<file path="src/rtl/waiter_pkg.sv">
package waiter_pkg;
   typedef enum logic [2:0] {
      WM_RISE = 3'd0,
      WM_FALL = 3'd1,
      WM_ANY  = 3'd2,
      WM_HIGH = 3'd3,
      WM_LOW  = 3'd4
   } wait_mode_e;

   localparam int unsigned WM_LAST = 4;

   function automatic logic mode_is_valid(input logic [2:0] code);
      return code <= 3'(WM_LAST);
   endfunction
endpackage

</file>
<file path="src/rtl/wl_sync.sv">
module wl_sync #(
   parameter int unsigned STAGES = 2
) (
   input  logic clk,
   input  logic rst_n,
   input  logic d_async,
   output logic q_sync
);
   generate
      if (STAGES < 2) begin : g_bad_stages
         $error("wl_sync: STAGES must be at least 2");
      end
   endgenerate

   logic [STAGES-1:0] stg_q;

   generate
      for (genvar i = 0; i < STAGES; i++) begin : g_stage
         always_ff @(posedge clk or negedge rst_n) begin
            if (!rst_n) begin
               stg_q[i] <= 1'b0;
            end else begin
               if (i == 0) stg_q[i] <= d_async;
               else        stg_q[i] <= stg_q[(i == 0) ? 0 : i-1];
            end
         end
      end
   endgenerate

   assign q_sync = stg_q[STAGES-1];
endmodule

</file>
<file path="src/rtl/wl_cond.sv">
module wl_cond
   import waiter_pkg::*;
(
   input  logic       clk,
   input  logic       rst_n,
   input  logic       smp,
   input  logic [2:0] sel,
   output logic       hit
);
   logic prev_q;

   always_ff @(posedge clk or negedge rst_n) begin
      if (!rst_n) prev_q <= 1'b0;
      else        prev_q <= smp;
   end

   logic rise_w, fall_w;
   assign rise_w = smp & ~prev_q;
   assign fall_w = ~smp & prev_q;

   always_comb begin
      unique case (sel)
         3'(WM_RISE): hit = rise_w;
         3'(WM_FALL): hit = fall_w;
         3'(WM_ANY):  hit = rise_w | fall_w;
         3'(WM_HIGH): hit = smp;
         3'(WM_LOW):  hit = ~smp;
         default:     hit = 1'b0;
      endcase
   end
endmodule

</file>
<file path="src/rtl/wl_timer.sv">
module wl_timer #(
   parameter int unsigned TW = 32
) (
   input  logic                 clk,
   input  logic                 rst_n,
   input  logic                 load,
   input  logic signed [TW-1:0] tmo,
   input  logic                 run,
   output logic                 expire
);
   localparam int unsigned CW = TW - 1;
   localparam logic [CW-1:0] CNT_ONE = CW'(1);

   logic [CW-1:0] cnt_q;
   logic          inf_q;

   always_ff @(posedge clk or negedge rst_n) begin
      if (!rst_n) begin
         cnt_q <= '0;
         inf_q <= 1'b0;
      end else if (load) begin
         cnt_q <= tmo[CW-1:0];
         inf_q <= tmo[TW-1];
      end else if (run && !inf_q && cnt_q != '0) begin
         cnt_q <= cnt_q - CNT_ONE;
      end
   end

   assign expire = run && !inf_q && (cnt_q == CNT_ONE);

   // a finite budget shrinks by one per busy cycle
   assert_count_down_R6: assert property (@(posedge clk) disable iff (!rst_n)
      (run && !load && !inf_q && cnt_q > CNT_ONE) |=> (cnt_q == $past(cnt_q) - CNT_ONE));
endmodule

</file>
<file path="src/rtl/edge_level_waiter.sv">
module edge_level_waiter
   import waiter_pkg::*;
#(
   parameter int unsigned TW          = 32,
   parameter int unsigned SYNC_STAGES = 2
) (
   input  logic                 clk,
   input  logic                 rst_n,
   input  logic                 start,
   input  logic [2:0]           mode,
   input  logic signed [TW-1:0] timeout,
   input  logic                 line_in,
   output logic                 busy,
   output logic                 done,
   output logic                 timed_out
);
   generate
      if (TW < 2) begin : g_bad_tw
         $error("edge_level_waiter: TW must be at least 2");
      end
   endgenerate

   logic       smp_w, hit_w, expire_w, arm_w, now_w;
   logic       busy_q, done_q, to_q;
   logic [2:0] mode_q;

   assign arm_w = start && !busy_q;
   assign now_w = !mode_is_valid(mode) || (timeout == '0);

   wl_sync #(.STAGES(SYNC_STAGES)) u_sync (
      .clk(clk), .rst_n(rst_n), .d_async(line_in), .q_sync(smp_w));

   wl_cond u_cond (
      .clk(clk), .rst_n(rst_n), .smp(smp_w), .sel(mode_q), .hit(hit_w));

   wl_timer #(.TW(TW)) u_timer (
      .clk(clk), .rst_n(rst_n), .load(arm_w), .tmo(timeout),
      .run(busy_q), .expire(expire_w));

   always_ff @(posedge clk or negedge rst_n) begin
      if (!rst_n) begin
         busy_q <= 1'b0;
         done_q <= 1'b0;
         to_q   <= 1'b0;
         mode_q <= 3'(WM_RISE);
      end else begin
         done_q <= 1'b0;
         to_q   <= 1'b0;
         if (arm_w) begin
            mode_q <= mode;
            if (now_w) begin
               done_q <= 1'b1;
               to_q   <= 1'b1;
            end else begin
               busy_q <= 1'b1;
            end
         end else if (busy_q) begin
            if (hit_w) begin
               busy_q <= 1'b0;
               done_q <= 1'b1;
            end else if (expire_w) begin
               busy_q <= 1'b0;
               done_q <= 1'b1;
               to_q   <= 1'b1;
            end
         end
      end
   end

   assign busy      = busy_q;
   assign done      = done_q;
   assign timed_out = to_q;

   // immediate finish with timeout flag
   assert_instant_end_R5: assert property (@(posedge clk) disable iff (!rst_n)
      (start && !busy && (timeout == '0 || mode > 3'd4)) |=> (done && timed_out && !busy));
   // a met condition beats the expiring budget
   assert_cond_wins_R8: assert property (@(posedge clk) disable iff (!rst_n)
      (busy && hit_w) |=> (done && !timed_out));
   // output protocol
   assert_done_pulse_R9: assert property (@(posedge clk) disable iff (!rst_n)
      done |=> !done);
   assert_flag_qual_R9: assert property (@(posedge clk) disable iff (!rst_n)
      timed_out |-> done);
   assert_busy_excl_R9: assert property (@(posedge clk) disable iff (!rst_n)
      !(busy && done));
   // start during a wait leaves the wait running
   assert_ignore_start_R10: assert property (@(posedge clk) disable iff (!rst_n)
      (busy && start && !hit_w && !expire_w) |=> (busy && !done));
endmodule

</file>
<file path="config.mk">
export PLATFORM = sky130hd
export DESIGN_NAME = edge_level_waiter
export DESIGN_NICKNAME = d
export VERILOG_FILES = /design/src/rtl/waiter_pkg.sv /design/src/rtl/wl_sync.sv /design/src/rtl/wl_cond.sv /design/src/rtl/wl_timer.sv /design/src/rtl/edge_level_waiter.sv
export SDC_FILE = /design/constraint.sdc
export NUM_CORES = 1
export LEC_CHECK = 0
export BUFFER_PORTS_ARGS = -buffer_cell sky130_fd_sc_hd__buf_2
export CAP_MARGIN = 20
export CORE_MARGIN = 5
export CORE_UTILIZATION = 51
export DETAILED_ROUTE_END_ITERATION = 7
export HOLD_SLACK_MARGIN = 0.15
export MAX_ROUTING_LAYER = met4
export PLACE_DENSITY = 0.76
export SYNTH_ARGS = -nofsm -noshare
export SYNTH_HDL_FRONTEND = slang
export SYNTH_HIERARCHICAL = 1
export SYNTH_SLANG_ARGS = --single-unit
</file>
<file path="constraint.sdc">
create_clock -name clk -period 2.4 [get_ports clk]
set_clock_uncertainty 0.05 [all_clocks]
set_input_delay 0.24 -clock clk [delete_from_list [all_inputs] [get_ports clk]]
set_output_delay 0.24 -clock clk [all_outputs]
set_load 0.02 [all_outputs]
</file>
* Yosys cells after proc, flatten, opt, wreduce, memory -nomap -nowiden
Cells that the tools add are included.
** Cells by class
- Multiplexer cells :: 16
- Shift-type cells :: 0
- Divide/modulo/power cells :: 0
- Equality and inequality tests :: 6
- Bitwise operators :: 5
- Reductions and logical operators :: 12
- $add $sub $neg :: 1
- Multiply operators :: 0
- Magnitude comparators :: 1
** Operators by type and width (count)
- 31-bit 2-to-1 mux :: 2
- 32-bit zero test :: 1
- 31-bit by 1-bit == test with 1-bit output, second input constant :: 1
- 31-bit nonzero test :: 1
- 31-bit by 1-bit subtractor with 31-bit output, second input constant :: 1
- 1-bit 2-to-1 mux :: 13
- 3-bit by 2-bit == test with 1-bit output, second input constant :: 2
- 1-bit case mux with 5 select lines :: 1
- 1-bit logical AND :: 4
- 3-bit by 1-bit == test with 1-bit output, second input constant :: 1
- 3-bit == test, second input constant :: 1
- 3-bit <= comparator, second input constant :: 1
- 1-bit zero test :: 3
- 3-bit zero test :: 1
- 1-bit bitwise AND :: 2
- 2-bit inequality test, second input constant :: 1
- 1-bit inverter :: 2
- 2-bit nonzero test :: 1
- 1-bit logical OR :: 1
- 1-bit OR :: 1
** Storage, ports and cells
- Logic and storage cells :: 50
- Output and inout bits :: 3
- Latch bits :: 0
- Memories :: 0
- Bits of input ports :: 39
- Bits in writable memories :: 0
- Flip-flop bits (word level) :: 41
- Memory bits (read-only) :: 0

* Logic depth before layout (Yosys ltp)
Gate-level depths: netlist (run 1).
- Depth after elaboration :: 7
- Gate-level depth with buffers :: 10
- Gate-level depth less buffers :: 8

* Cells and area by module
Netlist (run 1), hierarchy kept.
** Modules (own cells, without submodules)
- wl_timer :: instances 1, area an instance 1988.2 um2, cells each 224, sequential area each 800.8 um2
- edge_level_waiter :: instances 1, area an instance 337.8 um2, cells each 30, sequential area each 150.1 um2
- wl_cond :: instances 1, area an instance 101.3 um2, cells each 10, sequential area each 25.0 um2
- wl_sync :: instances 1, area an instance 50.0 um2, cells each 2, sequential area each 50.0 um2

* Least setup slack after synthesis (run 1)
OpenSTA, ideal clock, no wires.
- Path kind :: reg-to-reg
- Start :: register u_timer.cnt_q[0]
- End :: register u_timer.cnt_q[11]
- Setup time :: 0.125 ns
- Stages on the path, launching flop included :: 11
- Required time :: 2.225 ns
- Path buffers :: 2
- Data arrival time :: 2.135 ns
- Path slack :: 0.091 ns
- Period minus slack after synthesis :: 2.309 ns
- Path through :: dfrtp_1 inv_1 ha_1 or4b_1 buf_2 nor4_4 and3_2 buf_6 nor4_2 xor2_1 mux2_2
** Between the ends
- Longest elaborated chain between the ends :: 3
- Elaborated cells on any way between the ends :: 6
- Those cells by class :: 1 x add/sub; 2 x mux; 3 x reduce/logical
** RTL lines
- from (decl) :: line wl_timer.sv:14 : logic [CW-1:0] cnt_q;
- from (signal assigned) :: line wl_timer.sv:22 : cnt_q <= tmo[CW-1:0];
- from (signal assigned) :: line wl_timer.sv:25 : cnt_q <= cnt_q - CNT_ONE;
- 31-bit by 1-bit subtractor with 31-bit output / 31-bit nonzero test (equally long branches) :: line wl_timer.sv:25, wl_timer.sv:24
- 31-bit 2-to-1 mux / 1-bit logical AND (equally long branches) :: line wl_timer.sv:24 : end else if (run && !inf_q && cnt_q != '0) begin
- 31-bit 2-to-1 mux / 2-bit nonzero test (equally long branches)
Parallel ways exist; a longest one is shown, timed or not. The select of a mux whose other input is x is not followed.
A chain may end at the register's enable or synchronous reset.

* Worst setup path after layout (run 1)
- Start :: register u_timer.cnt_q[1]
- End :: register u_timer.cnt_q[24]
The elaborated chain is that of the path after synthesis.

==> results.cfg, run 1 <==
[status]
status = finished, final reports clean

[timing]
hold_ws_ps = 154.9
fmax_ghz = 0.4222
final-max-slew-violation-count = 0
setup_viol = 0
fin_setup_tns_ps = 0
worstMarginPinSlew_ps = 891.7
finalCriticalPeriod_ps = 2368
maxSlewHeadroom_pct = 40.55
hold_violations = 0
period_share_pct = 98.68
rsz0062_at_grt = yes

[cts]
numCtsBuffers = 5
cts-root-buf = clkbuf_8
worstSkewPairLatency_ps = 290
htree_levels = 2
cts_tree = built
clockBufferDepth = 2
clk_pin_slew_worst_paths_ps = 80
clock-sinks = 41

[worst_setup_path]
cp_top_family = simple AND/OR/NAND/NOR gates
cp_slowest_cell = or4b_4
cp_num_buf_inv = 1
critPathKind = reg -> reg
critical_path.startpoint = u_timer/cnt_q[1]
start_kind = register
cp.arrival_ps = 2490
r2r_start = u_timer/cnt_q[1]
end_kind = register
worstPathCellList = inv_2, ha_2, or4b_4, nor4_4, nand4_1, mux2_2, a221oi_2, a21oi_1
timing.critical_path.slowest_cell_delay_ps = 520
cp.required_ps = 2520
r2r_slack_ps = 30
worst-path-max-fanout = 4

[routing]
detail_route.wl_per_cell_um = 15.33
via_per_inst = 5.647
wirelength_um = 6255
drtPass1Iterations = 5
vias = 2304
first_iter_violations = 223
final_antenna_net_count = 0
drc = 0

[placed_design]
dpl.cell_count = 374
placed_area_um2 = 2830
dp_hpwl_um = 4436
port_buffers = 41
place.gp.congestion = 0.9460

[grt]
gr-usage-met3_pct = 4.063
grt_max_degree = 43
antenna_found_initial = 0
overflow = 0
grtUsageTotal_pct = 21.92
grt_pass1_vias = 2265
top_usage_layer = met2
use_met2_pct = 34.97
grt_pass1_wl_um = 10590
grt_util_met1_pct = 28.60

[synthesis]
synthFlopType = dfrtp_1
ys_seq_elements = 41
synthArstFlopShare_pct = 100.0
synth-edff-count = 0
synth_cell_types = 42
netlist_area_um2 = 2477
synth_seq_area_share_pct = 41.41
syn_area_per_cell_um2 = 9.313
yosys_warnings = 6
synthCells = 266
syn_nets = 309

[finish]
diodes = 0
syn_to_final_growth_pct = 29.19
stdcell_count = 408
drive_gt1_share_pct = 27.57
layout.nets = 383
fin_area_um2 = 3201
num-fill-cells = 385

[die]
die_area_um2 = 6351
coreArea_um2 = 4723
die_h_um = 79.70
rows = 25
dieWidth_um = 79.70
ios = 42
initial_core_util_pct = 52.45

[power_and_ir_drop]
power.density_nw_per_um2 = 995.2
power.total_mw = 3.185
ir_worst_vdd_mv = 0.5960
p_leak_nw = 1.277

[hold_path]
hp-start = timeout[12]
hp-class = in -> reg

[run]
maxCapViolCount = 0
[cells by family after synthesis]
group | after synthesis | synth area share, %
AND/OR/NAND/NOR | 124 | 29.70
flip-flops | 41 | 41.41
AO/OA/AOI/OAI | 37 | 8.132
XOR/XNOR | 28 | 9.899
buffers and inverters | 22 | 3.838
multiplexers | 10 | 5.000
adder cells (fa/ha/maj) | 4 | 2.020
[layer usage]
metal  wire length (um)  vias up
met3                324       11
met1               2748     1099
met5                  0        -
met4                 84        0
met2               3097       84
li1                   -     1110
[final timing paths]
path	endpoint	cells after the start
worst max-delay path	u_timer/cnt_q[24]	8
worst min-delay path	u_timer/cnt_q[12]	3
worst max register to register	u_timer/cnt_q[24]	8
worst min register to register	u_sync/q_sync	0
max in group asynchronous	u_timer/inf_q	2
min in group asynchronous	u_timer/cnt_q[27]	2
[cell type report]
| type | count | area, um^2 | area share, % |
|---|---|---|---|
| Sequential cell | 41 | 1026 | 32.06 |
| Multi-Input combinational cell | 203 | 1393 | 43.51 |
| Timing Repair Buffer | 82 | 589.3 | 18.41 |
| Clock buffer | 6 | 72.57 | 2.267 |
| Inverter | 7 | 26.28 | 0.8210 |
| Clock inverter | 2 | 10.01 | 0.3127 |
| Tap cell | 67 | 83.83 | 2.619 |
[report_power, final]
part           total (mW)  internal [mW]  switching (mW)
registers            1.39           1.01           0.382
clock network       0.426          0.201           0.224
logic                1.37          0.667           0.699
[synthesized netlist by cell type (all sizes together), types with 7 or more instances]
master | n | area share [%]
mux2 | 9 | 4.1
xnor2 | 16 | 5.7
nand2 | 34 | 5.3
nand3 | 14 | 2.8
xor2 | 12 | 4.2
inv | 7 | 1.1
nor4 | 25 | 8.8
dfrtp | 41 | 41
clkbuf | 9 | 1.4
nor3 | 15 | 3.0
o21ai | 29 | 5.9
[metrics by stage]
step                utilization, %  setup WS (ps)
global placement             59.92          65.28
floorplan                        -          90.65
detailed placement           59.92          4.600
CTS                          66.83          77.73
finish                       67.76          31.67
global route                 67.76         -51.13
[sequential cells by signal, indices dropped and copies added (netlist names)]
name / cells
u_timer/inf_q: 1
u_sync/q_sync: 1
timed_out: 1
done: 1
u_cond/prev_q: 1
mode_q: 3
busy: 1
u_timer/cnt_q: 31
u_sync/stg_q: 1
[tightest hold or removal path, delay by kind of cell]
family,cells,cell delay (ps)
and+or+nand+nor,1,60
buffers and inverters,1,90
AOI/OAI and AO/OA,1,60
[repair_timing]
| item | 4_1_cts | 5_1_grt |
|---|---|---|
| pin swaps | 0 | 3 |
| endpoints found under the hold margin | 64 | 0 |
| gates resized for setup | 1 | 8 |
| hold buffers | 24 | 0 |
| buffers inserted | 0 | 2 |
| setup endpoints to repair | 3 | 19 |
[cells in the final DEF (no fill, tap or decap), types with 3 or more instances in the layout]
cell type	instances
ha_1	3
a21oi_1	3
clkbuf_8	5
buf_2	41
nand4_1	6
or4_1	4
inv_1	5
mux2_2	9
xnor2_1	16
nand3_1	14
nor2b_1	3
xor2_1	12
nor2_1	6
o21ai_1	4
nor4_1	16
nand2_1	33
dfrtp_1	41
buf_4	15
nor4_2	7
o21ai_0	25
dlygate4sd3_1	24
nor3_1	15
(Power assumes the default switching activity.)
==> run 2, diff against run 1 <==
--- a/config.mk
+++ b/config.mk
@@ -5,14 +5,15 @@
 export SDC_FILE = /design/constraint.sdc
 export NUM_CORES = 1
 export LEC_CHECK = 0
+export ABC_AREA = 1
 export BUFFER_PORTS_ARGS = -buffer_cell sky130_fd_sc_hd__buf_2
 export CAP_MARGIN = 20
 export CORE_MARGIN = 5
-export CORE_UTILIZATION = 51
+export CORE_UTILIZATION = 53
 export DETAILED_ROUTE_END_ITERATION = 7
 export HOLD_SLACK_MARGIN = 0.15
 export MAX_ROUTING_LAYER = met4
-export PLACE_DENSITY = 0.76
+export PLACE_DENSITY = 0.77
 export SYNTH_ARGS = -nofsm -noshare
 export SYNTH_HDL_FRONTEND = slang
 export SYNTH_HIERARCHICAL = 1
==> results.cfg, run 2 <==
[routing]
wirelength_um = 8428
drtPass1Iterations = 6
final_antenna_net_count = 0
vias = 3418
first_iter_violations = 252
via_per_inst = 5.374
drc = 0
detail_route.wl_per_cell_um = 13.25

[synthesis]
yosys-top-cells-count = nand2_1, nor2_1, nand3_1
ys_top_cells_by_area = dfrtp_1, nand2_1, nand3_1
synthFlopType = dfrtp_1
yosys_warnings = 6
synth_seq_area_share_pct = 33.36
syn_nets = 546
synthCells = 503
synth_cell_types = 27
synth_top_cell_area_share_pct = 33.36
syn_area_per_cell_um2 = 6.114
synth-edff-count = 0
synthArstFlopShare_pct = 100.0
netlist_area_um2 = 3075
ys_seq_elements = 41
synth.most_common_cell = nand2_1
yosys.area.top_type = dfrtp_1

[worst_setup_path]
worst-path-max-fanout = 29
critical_path.startpoint = u_timer/cnt_q[0]
cp.required_ps = 2590
cp_slowest_cell = dfrtp_1
r2r_slack_ps = 260
end_kind = register
timing.critical_path.slowest_cell_delay_ps = 410
r2r_end = u_timer/cnt_q[3]
critPathKind = reg -> reg
reg2reg_depth = 10
r2r_start = u_timer/cnt_q[0]
cp.arrival_ps = 2330
worstSetupEndpoint = u_timer/cnt_q[3]
start_kind = register
worstPathCellList = inv_1, ha_1, nand2_2, nor2_4, nand2_2, o21ai_4, nand2_2, inv_2, nand2_1, nand2_1
path_common_cell = nand2_2

[grt]
grt_pass1_vias = 3204
gr-usage-met3_pct = 3.517
antenna_found_initial = 0
top_usage_layer = met2
grt_pass1_wl_um = 14200
grt_max_degree = 43
grt_util_met1_pct = 31.85
overflow = 0
grtUsageTotal_pct = 24.32
use_met2_pct = 38.68

[cts]
worstSkewPairLatency_ps = 300
ctsResizeCount = 0
clock-sinks = 41
htree_levels = 2
clk_pin_slew_worst_paths_ps = 100
cts-root-buf = clkbuf_8
numCtsBuffers = 5
clockBufferDepth = 2
cts_tree = built

[power_and_ir_drop]
internal_power_mw = 1.949
p_sw_share_pct = 52.14
power.density_nw_per_um2 = 1123
p_leak_nw = 1.898
ir_worst_vdd_mv = 0.5133
power_frac_seq_pct = 33.3
pwr-share-clk_pct = 12.0
combPwrFrac_pct = 54.7
p_switching_mw = 2.123

[die]
die_h_um = 86.18
initial_core_util_pct = 55.17
die_area_um2 = 7426
dieWidth_um = 86.18
ios = 42
rows = 27
coreArea_um2 = 5574

[placed_design]
port_buffers = 41
dp_hpwl_um = 6264
place.gp.congestion = 0.9365
dpl.cell_count = 609

[timing]
setup_viol = 0
maxSlewHeadroom_pct = 38.96
rsz0062_at_grt = no
finalCriticalPeriod_ps = 2143
final-max-slew-violation-count = 0
fmax_ghz = 0.4666
fin_setup_tns_ps = 0
period_share_pct = 89.29
hold_ws_ps = 168.1
worstMarginPinSlew_ps = 915.6
hold_violations = 0

[finish]
largest_reg_flops = 31
stdcell_count = 636
layout.nets = 606
syn_to_final_growth_pct = 17.86
reg_top3 = u_timer/cnt_q: 31 flops, mode_q: 3 flops
postLayoutCoreUtil_pct = 65.03
diodes = 0
num-fill-cells = 534
drive_gt1_share_pct = 13.65
final_cell_mix = nand2_1, nor2_1, nand3_1, inv_1
top_register = u_timer/cnt_q
final_common_cell = nand2_1

[status]
status = finished, final reports clean

[hold_path]
hp-class = in -> reg

[run]
maxCapViolCount = 0
==> run 2: cell count changes after synthesis, sizes merged, moves of 14 or more <==
cell   before  now
nand3      14   59
nand2      34  191
nor2        6   84
xnor2      16    2
nor4       25    1
nor3       15    1
inv         7   57
==> run 2: logic make-up after synthesis <==
kind of cell	synth area share, %
buf+inv	9.031
xor+xnor	1.424
flops	33.36
fa+ha+maj	1.627
simple gates	48.25
compound gates	6.306
==> run 2: through the flow <==
| step | power, mW | setup WS, ps | area [um^2] |
|---|---|---|---|
| after floorplan | 2.991 | 551.6 | 3075 |
| after global routing | 4.455 | 69.95 | 3625 |
| after global placement | 3.451 | 357.5 | 3341 |
| after detailed placement | 3.527 | 271.4 | 3341 |
| after CTS | 4.045 | 240.1 | 3625 |
| final | 4.072 | 257.0 | 3625 |
==> run 2: repair_timing <==
item | in CTS | in global routing
hold buffers | 19 | 0
setup endpoints to repair | 0 | 0
setup buffers | 0 | 0
endpoints found under the hold margin | 59 | 0
==> run 2: layer usage <==
metal / wire [um] / vias up
li1: - / 1699
met1: 3854 / 1566
met2: 3852 / 134
met3: 542 / 19
met4: 180 / 0
met5: 0 / -
==> run 2: how the worst min path moves through the flow <==
stage	startpoint	end	slack, ps	depth (start not counted)
6_report	mode[0]	mode_q[0]	170	3
3_5_place_dp	u_sync/stg_q[0]	u_sync/q_sync	300	0
3_3_place_gp	u_sync/stg_q[0]	u_sync/q_sync	290	0
5_1_grt	mode[0]	mode_q[0]	200	3
4_1_cts	mode[0]	mode_q[0]	170	3
2_1_floorplan	rst_n	busy	-110	0
==> run 2: power groups by stage <==
stage | Sequential, mW | Combinational, mW | Clock, mW
2_1_floorplan | 1.27 | 1.72 | 0
4_1_cts | 1.34 | 2.21 | 0.493
5_1_grt | 1.39 | 2.54 | 0.524
3_5_place_dp | 1.35 | 2.17 | 0
6_report | 1.36 | 2.23 | 0.488
3_3_place_gp | 1.34 | 2.11 | 0
==> run 2: critical path, delay by kind of cell (launching register included) <==
kind | cells | cell delay [ps]
adders and majority gates | 1 | 260
AOI/OAI and AO/OA | 1 | 150
buffers and inverters | 2 | 330
and+or+nand+nor | 6 | 870
DFF | 1 | 410
==> run 2: layout make-up <==
cell class	instances	area [um^2]	share of cell area, %
multi-input combinational	393	1772	48.88
sequential	41	1026	28.31
timing repair buffer	64	425.4	11.74
inverter	58	217.7	6.006
tap	72	90.09	2.485
clock buffer	5	68.82	1.899
clock inverter	3	25.02	0.6904
==> run 3, diff against run 2 <==
--- a/config.mk
+++ b/config.mk
@@ -16,5 +16,4 @@
 export PLACE_DENSITY = 0.77
 export SYNTH_ARGS = -nofsm -noshare
 export SYNTH_HDL_FRONTEND = slang
-export SYNTH_HIERARCHICAL = 1
 export SYNTH_SLANG_ARGS = --single-unit
==> results.cfg, run 3 <==
[worst_setup_path]
cp.required_ps = 2590
critical_path.startpoint = u_timer.cnt_q[0]
r2r_start = u_timer.cnt_q[0]
cp_slowest_cell = dfrtp_1
critPathKind = reg -> reg
start_kind = register
path_common_cell = nor2_8
worst-path-max-fanout = 17
end_kind = register
timing.critical_path.slowest_cell_delay_ps = 420
cp.arrival_ps = 2050
worstPathCellList = inv_1, ha_1, nand3_1, nor2_2, nand2_4, nor2_8, nor2_8, nor2_8, nand2_1, nand2_1

[synthesis]
yosys.area_share.simple_pct = 51.42
synthAdderAreaFrac_pct = 1.623
synth_seq_area_share_pct = 33.28
synth_xor_area_share_pct = 1.705
synth_top_family_by_area = simple AND/OR/NAND/NOR gates
synth.most_common_cell = nand2_1
synth_compound_area_share_pct = 4.424
yosys.area.top_type = dfrtp_1
synthCells = 486
synth_cell_types = 25
synth-edff-count = 0
ys_seq_elements = 41
synth_top_cell_area_share_pct = 33.28
yosys-top-cells-count = nand2_1, nor2_1, nand3_1
netlist_area_um2 = 3083
ys_top_cells_by_area = dfrtp_1, nand2_1, nand3_1
yosys_warnings = 0
muxShareOfSynthArea_pct = 0
syn_nets = 529
syn_area_per_cell_um2 = 6.344
synthArstFlopShare_pct = 100.0
synthFlopType = dfrtp_1

[timing]
rsz0062_at_grt = no
worstMarginPinSlew_ps = 949.7
fin_setup_tns_ps = 0
period_share_pct = 77.59
finalCriticalPeriod_ps = 1862
hold_violations = 0
hold_ws_ps = 186.2
maxSlewHeadroom_pct = 36.69
fmax_ghz = 0.5370
setup_viol = 0
final-max-slew-violation-count = 0

[hold_path]
hp-start = mode[1]
hp-class = in -> reg

[routing]
first_iter_violations = 261
detail_route.wl_per_cell_um = 13.23
drtPass1Iterations = 5
wirelength_um = 8218
drc = 0
via_per_inst = 5.161
final_antenna_net_count = 0
vias = 3205

[finish]
diodes = 0
top_register = u_timer.cnt_q
final_common_cell = nand2_1
drive_gt1_share_pct = 14.39
reg_top3 = u_timer.cnt_q: 31 flops, mode_q: 3 flops
final_cell_mix = nand2_1, nor2_1, nand3_1, dfrtp_1, buf_2
fin_area_um2 = 3665
syn_to_final_growth_pct = 18.87
largest_reg_flops = 31
layout.nets = 591

[cts]
clk_pin_slew_worst_paths_ps = 90
htree_levels = 2
cts-root-buf = clkbuf_8
cts_tree = built
clock-sinks = 41
numCtsBuffers = 5
clockBufferDepth = 2
ctsResizeCount = 0
post_cts.repair.setup_buffers = 0
cts_hold_buf = 19
worstSkewPairLatency_ps = 310

[placed_design]
place.gp.congestion = 0.9515
placed_area_um2 = 3359
dp_hpwl_um = 6103
port_buffers = 41

[die]
ios = 42
coreArea_um2 = 5574
die_h_um = 86.27
die_area_um2 = 7443
rows = 27
initial_core_util_pct = 55.31
dieWidth_um = 86.27

[power_and_ir_drop]
power.density_nw_per_um2 = 1148
ir_worst_vdd_mv = 0.5436
p_leak_nw = 1.949
power.total_mw = 4.207

[run]
maxCapViolCount = 0

[grt]
antenna_found_initial = 0
overflow = 0
grtUsageTotal_pct = 24.49
grt_pass1_wl_um = 14260
grt_max_degree = 42
grt_pass1_vias = 3144

[status]
status = finished, final reports clean
==> run 3: cell count changes in the layout (fill, tap and decap cells not counted), sizes merged, moves of 2 or more <==
cell	before	now
nand2	191	204
nor2	84	82
buf	45	48
o21ai	30	10
nand3	59	61
xor2	3	5
o21bai	1	5
inv	58	43
nand4	11	6
nand3b	2	4
a21oi	2	6
==> run 3: final cells by class <==
cell class / instances / area, um^2
flip-flops and latches: 41 / 1026
repair buffers: 67 / 447.9
well taps: 72 / 90.09
multi-input cells: 390 / 1824
clock buffers: 5 / 68.82
fillers: 521 / 1909
inverters: 43 / 161.4
clock inverters: 3 / 46.29
==> run 3: kinds of logic after synthesis <==
kind of cell / after synthesis
xor+xnor: 6
buf+inv: 55
fa+ha+maj: 4
simple gates: 358
flops: 41
compound gates: 22
==> run 3: final timing paths <==
kind	end	slack [ps]	cells past startpoint
setup / recovery	u_timer.cnt_q[8]	540	10
hold / removal	mode_q[1]	190	3
setup reg to reg	u_timer.cnt_q[8]	540	10
hold reg to reg	u_sync.q_sync	310	0
max in group asynchronous	u_timer.cnt_q[14]	1150	2
min in group asynchronous	u_timer.cnt_q[26]	560	2
==> run 3: worst max-delay path, delay by kind of cell (launching register included) <==
family                   cells  cell delay (ps)
flip-flops                   1              420
AND/OR/NAND/NOR              8             1050
buffers and inverters        1               90
adder cells (fa/ha/maj)      1              190
==> run 3: through the flow <==
stage	setup WS (ps)	std cells	utilization, %
2_1_floorplan	636.5	486	-
3_5_place_dp	552.6	594	60.27
4_1_cts	517.3	621	65.75
5_1_grt	316.2	621	65.75
6_report	537.8	621	65.75
3_3_place_gp	630.4	594	60.27
==> run 3: where the power goes <==
part,internal [mW],total [mW],switching (mW)
Clock,0.312,0.583,0.271
Combinational,0.794,2.24,1.45
Sequential,0.997,1.38,0.383
==> run 3: metal layers <==
metal / share of wire, % / global-route usage, %
met2: 50 / 41.84
met5: 0 / -
met3: 4.0 / 3.137
met1: 44 / 30.20
met4: 2.0 / 7.649
